**config.mk**
```make
export PLATFORM = sky130hd
export DESIGN_NAME = tmpl_fire_unit
export DESIGN_NICKNAME = d
export VERILOG_FILES = /design/src/rtl/fu_pkg.sv /design/src/rtl/fu_alu.sv /design/src/rtl/fu_pick.sv /design/src/rtl/fu_outq.sv /design/src/rtl/tmpl_fire_unit.sv
export SDC_FILE = /design/constraint.sdc
export NUM_CORES = 2
export LEC_CHECK = 0
export ABC_CLOCK_PERIOD_IN_PS = 9590
export BUFFER_PORTS_ARGS = -buffer_cell sky130_fd_sc_hd__buf_4
export CAP_MARGIN = 20
export CORE_MARGIN = 5
export CORE_UTILIZATION = 30
export CTS_CLUSTER_SIZE = 14
export DETAILED_ROUTE_END_ITERATION = 8
export GPL_ROUTABILITY_DRIVEN = 0
export HOLD_SLACK_MARGIN = 0.03
export SETUP_SLACK_MARGIN = 0.15
export SLEW_MARGIN = 5
export SYNTH_ARGS = -nofsm -noshare
export SYNTH_HDL_FRONTEND = slang
export SYNTH_SLANG_ARGS = --single-unit
```
**constraint.sdc**
```tcl
create_clock -name clk -period 9.59 [get_ports clk]
set_input_delay 0.959 -clock clk [delete_from_list [all_inputs] [get_ports clk]]
set_output_delay 0.959 -clock clk [all_outputs]
set_load 0.05 [all_outputs]
```
**src/rtl/fu_pkg.sv**
```systemverilog
package fu_pkg;
    typedef enum logic [2:0] {
        OP_ADD  = 3'd0,
        OP_SUB  = 3'd1,
        OP_MUL  = 3'd2,
        OP_AND  = 3'd3,
        OP_ADDI = 3'd4,
        OP_NEG  = 3'd5,
        OP_PASS = 3'd6,
        OP_XOR  = 3'd7
    } fu_op_e;

    // codes that need only the left operand
    function automatic logic op_left_only(fu_op_e op);
        return (op == OP_ADDI) || (op == OP_NEG) || (op == OP_PASS);
    endfunction
endpackage

```
**src/rtl/fu_alu.sv**
```systemverilog
module fu_alu
    import fu_pkg::*;
#(
    parameter int DW = 16
) (
    input  fu_op_e          op,
    input  logic [DW-1:0]   a,
    input  logic [DW-1:0]   b,
    input  logic [DW-1:0]   imm,
    output logic [DW-1:0]   y
);
    always_comb begin
        unique case (op)
            OP_ADD:  y = a + b;
            OP_SUB:  y = a - b;
            OP_MUL:  y = a * b;
            OP_AND:  y = a & b;
            OP_ADDI: y = a + imm;
            OP_NEG:  y = '0 - a;
            OP_PASS: y = a;
            OP_XOR:  y = a ^ b;
            default: y = '0;
        endcase
    end
endmodule

```
**src/rtl/fu_pick.sv**
```systemverilog
module fu_pick #(
    parameter int N  = 8,
    localparam int IW = (N > 1) ? $clog2(N) : 1
) (
    input  logic [N-1:0]  req,
    output logic [N-1:0]  gnt,
    output logic [IW-1:0] idx,
    output logic          any
);
    logic [N:0] seen;   // seen[i]: some request below i

    assign seen[0] = 1'b0;
    for (genvar i = 0; i < N; i++) begin : g_chain
        assign gnt[i]    = req[i] & ~seen[i];
        assign seen[i+1] = seen[i] | req[i];
    end
    assign any = seen[N];

    always_comb begin
        idx = '0;
        for (int i = N - 1; i >= 0; i--) begin
            if (gnt[i]) idx = IW'(i);
        end
    end
endmodule

```
**src/rtl/fu_outq.sv**
```systemverilog
module fu_outq #(
    parameter int DEPTH = 4,
    parameter int W     = 20,
    localparam int PW   = $clog2(DEPTH)
) (
    input  logic          clk,
    input  logic          rst_n,
    input  logic          push0,
    input  logic [W-1:0]  din0,
    input  logic          push1,
    input  logic [W-1:0]  din1,
    input  logic          pop,
    output logic [W-1:0]  head,
    output logic          nempty,
    output logic [PW:0]   free
);
    typedef struct packed {
        logic [DEPTH-1:0][W-1:0] mem;
        logic [PW-1:0]           wp;
        logic [PW-1:0]           rp;
        logic [PW:0]             cnt;
    } oq_t;

    oq_t q_q, q_d;

    assign head   = q_q.mem[q_q.rp];
    assign nempty = (q_q.cnt != '0);
    assign free   = (PW+1)'(DEPTH) - q_q.cnt;

    always_comb begin
        logic do_pop;
        q_d    = q_q;
        do_pop = pop && nempty;
        if (do_pop) q_d.rp = q_q.rp + 1'b1;
        if (push0) begin
            q_d.mem[q_q.wp] = din0;
            if (push1) begin
                q_d.mem[q_q.wp + 1'b1] = din1;
                q_d.wp = q_q.wp + 2'd2;
            end else begin
                q_d.wp = q_q.wp + 1'b1;
            end
        end
        q_d.cnt = q_q.cnt + (PW+1)'(push0) + (PW+1)'(push0 && push1)
                  - (PW+1)'(do_pop);
    end

    always_ff @(posedge clk or negedge rst_n) begin
        if (!rst_n) q_q <= '0;
        else        q_q <= q_d;
    end
endmodule

```
**src/rtl/tmpl_fire_unit.sv**
```systemverilog
module tmpl_fire_unit
    import fu_pkg::*;
#(
    parameter int N      = 8,
    parameter int DW     = 16,
    parameter int QDEPTH = 4,
    localparam int IW    = (N > 1) ? $clog2(N) : 1,
    localparam int DSTW  = IW + 1,
    localparam int TW    = DSTW + DW,
    localparam int QPW   = $clog2(QDEPTH)
) (
    input  logic            clk,
    input  logic            rst_n,
    input  logic            cfg_we,
    input  logic [IW-1:0]   cfg_idx,
    input  logic [2:0]      cfg_op,
    input  logic [DSTW-1:0] cfg_dst0,
    input  logic [DSTW-1:0] cfg_dst1,
    input  logic [DW-1:0]   cfg_imm,
    input  logic            tin_valid,
    output logic            tin_ready,
    input  logic [IW-1:0]   tin_idx,
    input  logic            tin_side,
    input  logic [DW-1:0]   tin_data,
    output logic            tout_valid,
    input  logic            tout_ready,
    output logic [IW-1:0]   tout_idx,
    output logic            tout_side,
    output logic [DW-1:0]   tout_data,
    output logic            err_flag
);
    typedef struct packed {
        fu_op_e [N-1:0]            op;
        logic   [N-1:0][DSTW-1:0]  dst0;
        logic   [N-1:0][DSTW-1:0]  dst1;
        logic   [N-1:0][DW-1:0]    imm;
        logic   [N-1:0][DW-1:0]    vl;
        logic   [N-1:0][DW-1:0]    vr;
        logic   [N-1:0]            pl;
        logic   [N-1:0]            pr;
        logic                      err;
    } st_t;

    st_t q, d;

    // ---------------- readiness and selection ----------------
    logic [N-1:0]    rdy_vec;
    logic [N-1:0]    fire_req;
    logic [N-1:0]    fire_gnt;
    logic [IW-1:0]   fire_idx;
    logic            fire_any;
    logic [QPW:0]    oq_free;
    logic            room;
    logic [N-1:0]    pres_l;

    for (genvar i = 0; i < N; i++) begin : g_rdy
        assign rdy_vec[i] = q.pl[i] & (q.pr[i] | op_left_only(q.op[i]));
    end

    assign room     = (oq_free >= (QPW+1)'(2));
    assign fire_req = room ? rdy_vec : '0;
    assign pres_l   = q.pl;

    fu_pick #(.N(N)) u_pick (
        .req (fire_req),
        .gnt (fire_gnt),
        .idx (fire_idx),
        .any (fire_any)
    );

    // ---------------- execution ----------------
    logic [DW-1:0] res;

    fu_alu #(.DW(DW)) u_alu (
        .op  (q.op[fire_idx]),
        .a   (q.vl[fire_idx]),
        .b   (q.vr[fire_idx]),
        .imm (q.imm[fire_idx]),
        .y   (res)
    );

    logic          push0, push1;
    logic [TW-1:0] tok0, tok1, head;
    logic          nempty;

    assign push0 = fire_any;
    assign push1 = fire_any && (q.dst1[fire_idx] != '0);
    assign tok0  = {q.dst0[fire_idx], res};
    assign tok1  = {q.dst1[fire_idx], res};

    fu_outq #(.DEPTH(QDEPTH), .W(TW)) u_outq (
        .clk    (clk),
        .rst_n  (rst_n),
        .push0  (push0),
        .din0   (tok0),
        .push1  (push1),
        .din1   (tok1),
        .pop    (tout_ready),
        .head   (head),
        .nempty (nempty),
        .free   (oq_free)
    );

    assign tout_valid = nempty;
    assign tout_idx   = head[TW-1 -: IW];
    assign tout_side  = head[DW];
    assign tout_data  = head[DW-1:0];
    assign err_flag   = q.err;

    // ---------------- token intake ----------------
    logic slot_busy, cfg_hit, tin_take;

    assign slot_busy = tin_side ? q.pr[tin_idx] : q.pl[tin_idx];
    assign cfg_hit   = cfg_we && (cfg_idx == tin_idx);
    assign tin_ready = !slot_busy && !cfg_hit;
    assign tin_take  = tin_valid && tin_ready;

    // ---------------- next state ----------------
    always_comb begin
        d = q;
        if (fire_any) begin
            d.pl[fire_idx] = 1'b0;
            d.pr[fire_idx] = 1'b0;
        end
        if (tin_take) begin
            if (tin_side) begin
                d.pr[tin_idx] = 1'b1;
                d.vr[tin_idx] = tin_data;
            end else begin
                d.pl[tin_idx] = 1'b1;
                d.vl[tin_idx] = tin_data;
            end
        end
        if (tin_valid && slot_busy && !cfg_hit) d.err = 1'b1;
        if (cfg_we) begin
            d.op[cfg_idx]   = fu_op_e'(cfg_op);
            d.dst0[cfg_idx] = cfg_dst0;
            d.dst1[cfg_idx] = cfg_dst1;
            d.imm[cfg_idx]  = cfg_imm;
            d.vl[cfg_idx]   = '0;
            d.vr[cfg_idx]   = '0;
            d.pl[cfg_idx]   = 1'b0;
            d.pr[cfg_idx]   = 1'b0;
        end
    end

    always_ff @(posedge clk or negedge rst_n) begin
        if (!rst_n) q <= '0;
        else        q <= d;
    end
endmodule

```
==> run summary <==
TritonCTS Buffers = 59
CP max stage cell = nor2_1
row count = 122
flops & latches, synth = 576
min-delay worst type = input port to asynchronous set/reset pin
final hold violations = 0
Mapped Cells = 3520
CTS tree = done
IO buf count = 77
normalized max-slew margin = 0.209
final worst-path cycle share = 0.933
# IOs = 78
clk_skew = 0.0961 ns
initial core utilization = 0.303
final WL = 114000 um
worst flop-to-flop path endpoint = u_outq.q_q[42]
crit path launch = u_outq.q_q[1]
GRT overflow = 0
Vias = 27300
Die X = 344 um
core area = 0.111 mm^2
Synth area leader = dfrtp_1
FF-to-FF path depth = 34
synth cell count leaders = nand2_1 (709), dfrtp_1 (576), mux2_2 (268), a21oi_1 (264), nor2_1 (250)
clock latency on the worst-skew pair = 0.69 ns
flop-to-flop setup slack = 0.65 ns
Avg Cell Area, Syn = 9.53 um^2
worst-margin pin slew = 1.18 ns
share of cells above drive strength 1 = 0.181
status = completed
synthesized cell area = 0.0335 mm^2
fraction of registers with async set/reset = 1.00
maximum clock frequency = 112 MHz
largest net degree at the start of global routing = 175
number of enable flip-flop cells after synthesis = 0
# fillers = 11400
WP buf/inv = 6
Max Cap Viol = 0
DR iter-0 viols = 3101
clock-pin slew on the worst setup and hold paths = 0.07 ns
first-pass GRT wire length = 172000 um
Slew Limit Fails = 0
Crit path max-delay family = adder cells
Avg WL per Cell = 22.4 um
setup TNS = 0 ns
drc violations = 0
Yosys warnings = 0
vias in the first global route = 26700
Critical Path RT = 10.11 ns
Final ANT Viol Nets = 0
Cell variety after synth = 92
overall routing resource usage = 0.188
unrepaired setup endpoints after global routing = no
clock root buffer = clkbuf_16
clk buf depth = 3
Area contributors post-synth = dfrtp_1 (43%), mux2_2 (9.0%), nand2_1 (7.9%)
count leader, synth = nand2_1
vias per std cell = 5.37
Area Growth Syn to Fin = 14.1%
CP Data Arrival Time = 9.47 ns
dominant synthesized flop cell = dfrtp_1
crit-path max cell delay = 0.68 ns
total iterations of the first detailed-routing run = 6
CP Launch Type = register
reg2reg start = u_outq.q_q[1]
synthesized net count = 3752
post-route minimum period = 8.94 ns
Synth top area share = 0.430
critical path class = register to register
clock sinks = 576
crit path capture type = register
hpwl dp = 74600 um
initial antenna violation count = 5
Final nets = 3777
DIE AREA = 0.119 mm^2
H-tree levels = 2
height of the die = 344 um
sequential area share after synthesis = 0.430
critical path fanouts, max = 16
Final Setup Violations = 0
-- layout make-up --
class,instances,area [um^2],area share
Antenna cell,3,7.51,0.000196
Timing Repair Buffer,197,1560,0.0407
Clock inverter,27,335,0.00876
Inverter,168,634,0.0166
Clock buffer,82,1690,0.0442
Sequential cell,576,14400,0.377
Multi-Input combinational cell,2543,17800,0.464
Tap cell,1488,1860,0.0486
-- cells in the final DEF, fill, tap and decap left out, types with 20 or more instances in the layout --
master       n
nor3_1      27
o21ai_0     79
a211oi_1    42
mux4_2      20
fa_1        83
mux2i_1    122
xnor2_1     58
nand2_1    709
ha_1        94
nand4_1     31
inv_1      156
o22ai_1     47
nor2_1     238
buf_4      186
and3_1      46
mux2_2     268
nand3_1     98
clkbuf_16   59
dfrtp_1    576
a31oi_1     23
a21oi_1    263
-- cells by family (layout without fill, tap and decap cells) --
family                   count (synthesis)  count (layout)  share of synthesized area
AO/OA/AOI/OAI                          631             631                      0.118
multiplexers                           410             410                      0.140
other                                    0               3                          0
AND/OR/NAND/NOR                       1254            1254                      0.161
buffers and inverters                  401             474                     0.0473
XOR/XNOR                                71              71                     0.0198
flip-flops                             576             576                      0.430
adder cells (fa/ha/maj)                177             177                     0.0846
-- sequential cells by signal, summed over array words and instances (netlist names) --
signal and cells:
pres_l 8, u_outq.q_q 87, err_flag 1, q 480
-- through the flow --
stage	worst slack (ns)	util	cells	area [um^2]	hold slack (ns)
2_1_floorplan	1.45	-	3520	33500	0.433
4_1_cts	0.683	0.344	5075	38200	0.369
3_5_place_dp	0.796	0.326	4966	36100	0.462
5_1_grt	0.174	0.345	5081	38300	0.413
6_report	0.646	0.345	5084	38300	0.373
3_3_place_gp	0.849	0.326	4965	36100	0.450
-- worst max-delay path by stage --
stage | end | slack [ns] | depth (start not counted)
after floorplan | u_outq.q_q[22] | 1.45 | 34
after CTS | u_outq.q_q[42] | 0.68 | 33
after global placement | u_outq.q_q[62] | 0.85 | 29
after global routing | u_outq.q_q[22] | 0.17 | 37
after detailed placement | u_outq.q_q[62] | 0.80 | 28
final | u_outq.q_q[42] | 0.65 | 34
-- per-layer routing --
| metal | vias to the layer above | part of all wire | track usage |
|---|---|---|---|
| met5 | - | 0 | 0 |
| met3 | 209 | 0.091 | 0.0414 |
| met1 | 13700 | 0.44 | 0.274 |
| li1 | 12100 | - | - |
| met4 | 0 | 0.027 | 0.0466 |
| met2 | 1235 | 0.44 | 0.283 |
-- timing repair --
action | CTS | global route
setup buffers | 0 | 0
gates resized for setup | 0 | 6
setup endpoints to repair | 0 | 4
hold buffers | 0 | 0
Power is not shown: default switching activity piles up to over one toggle a cycle in this logic, so the estimate is an artifact.
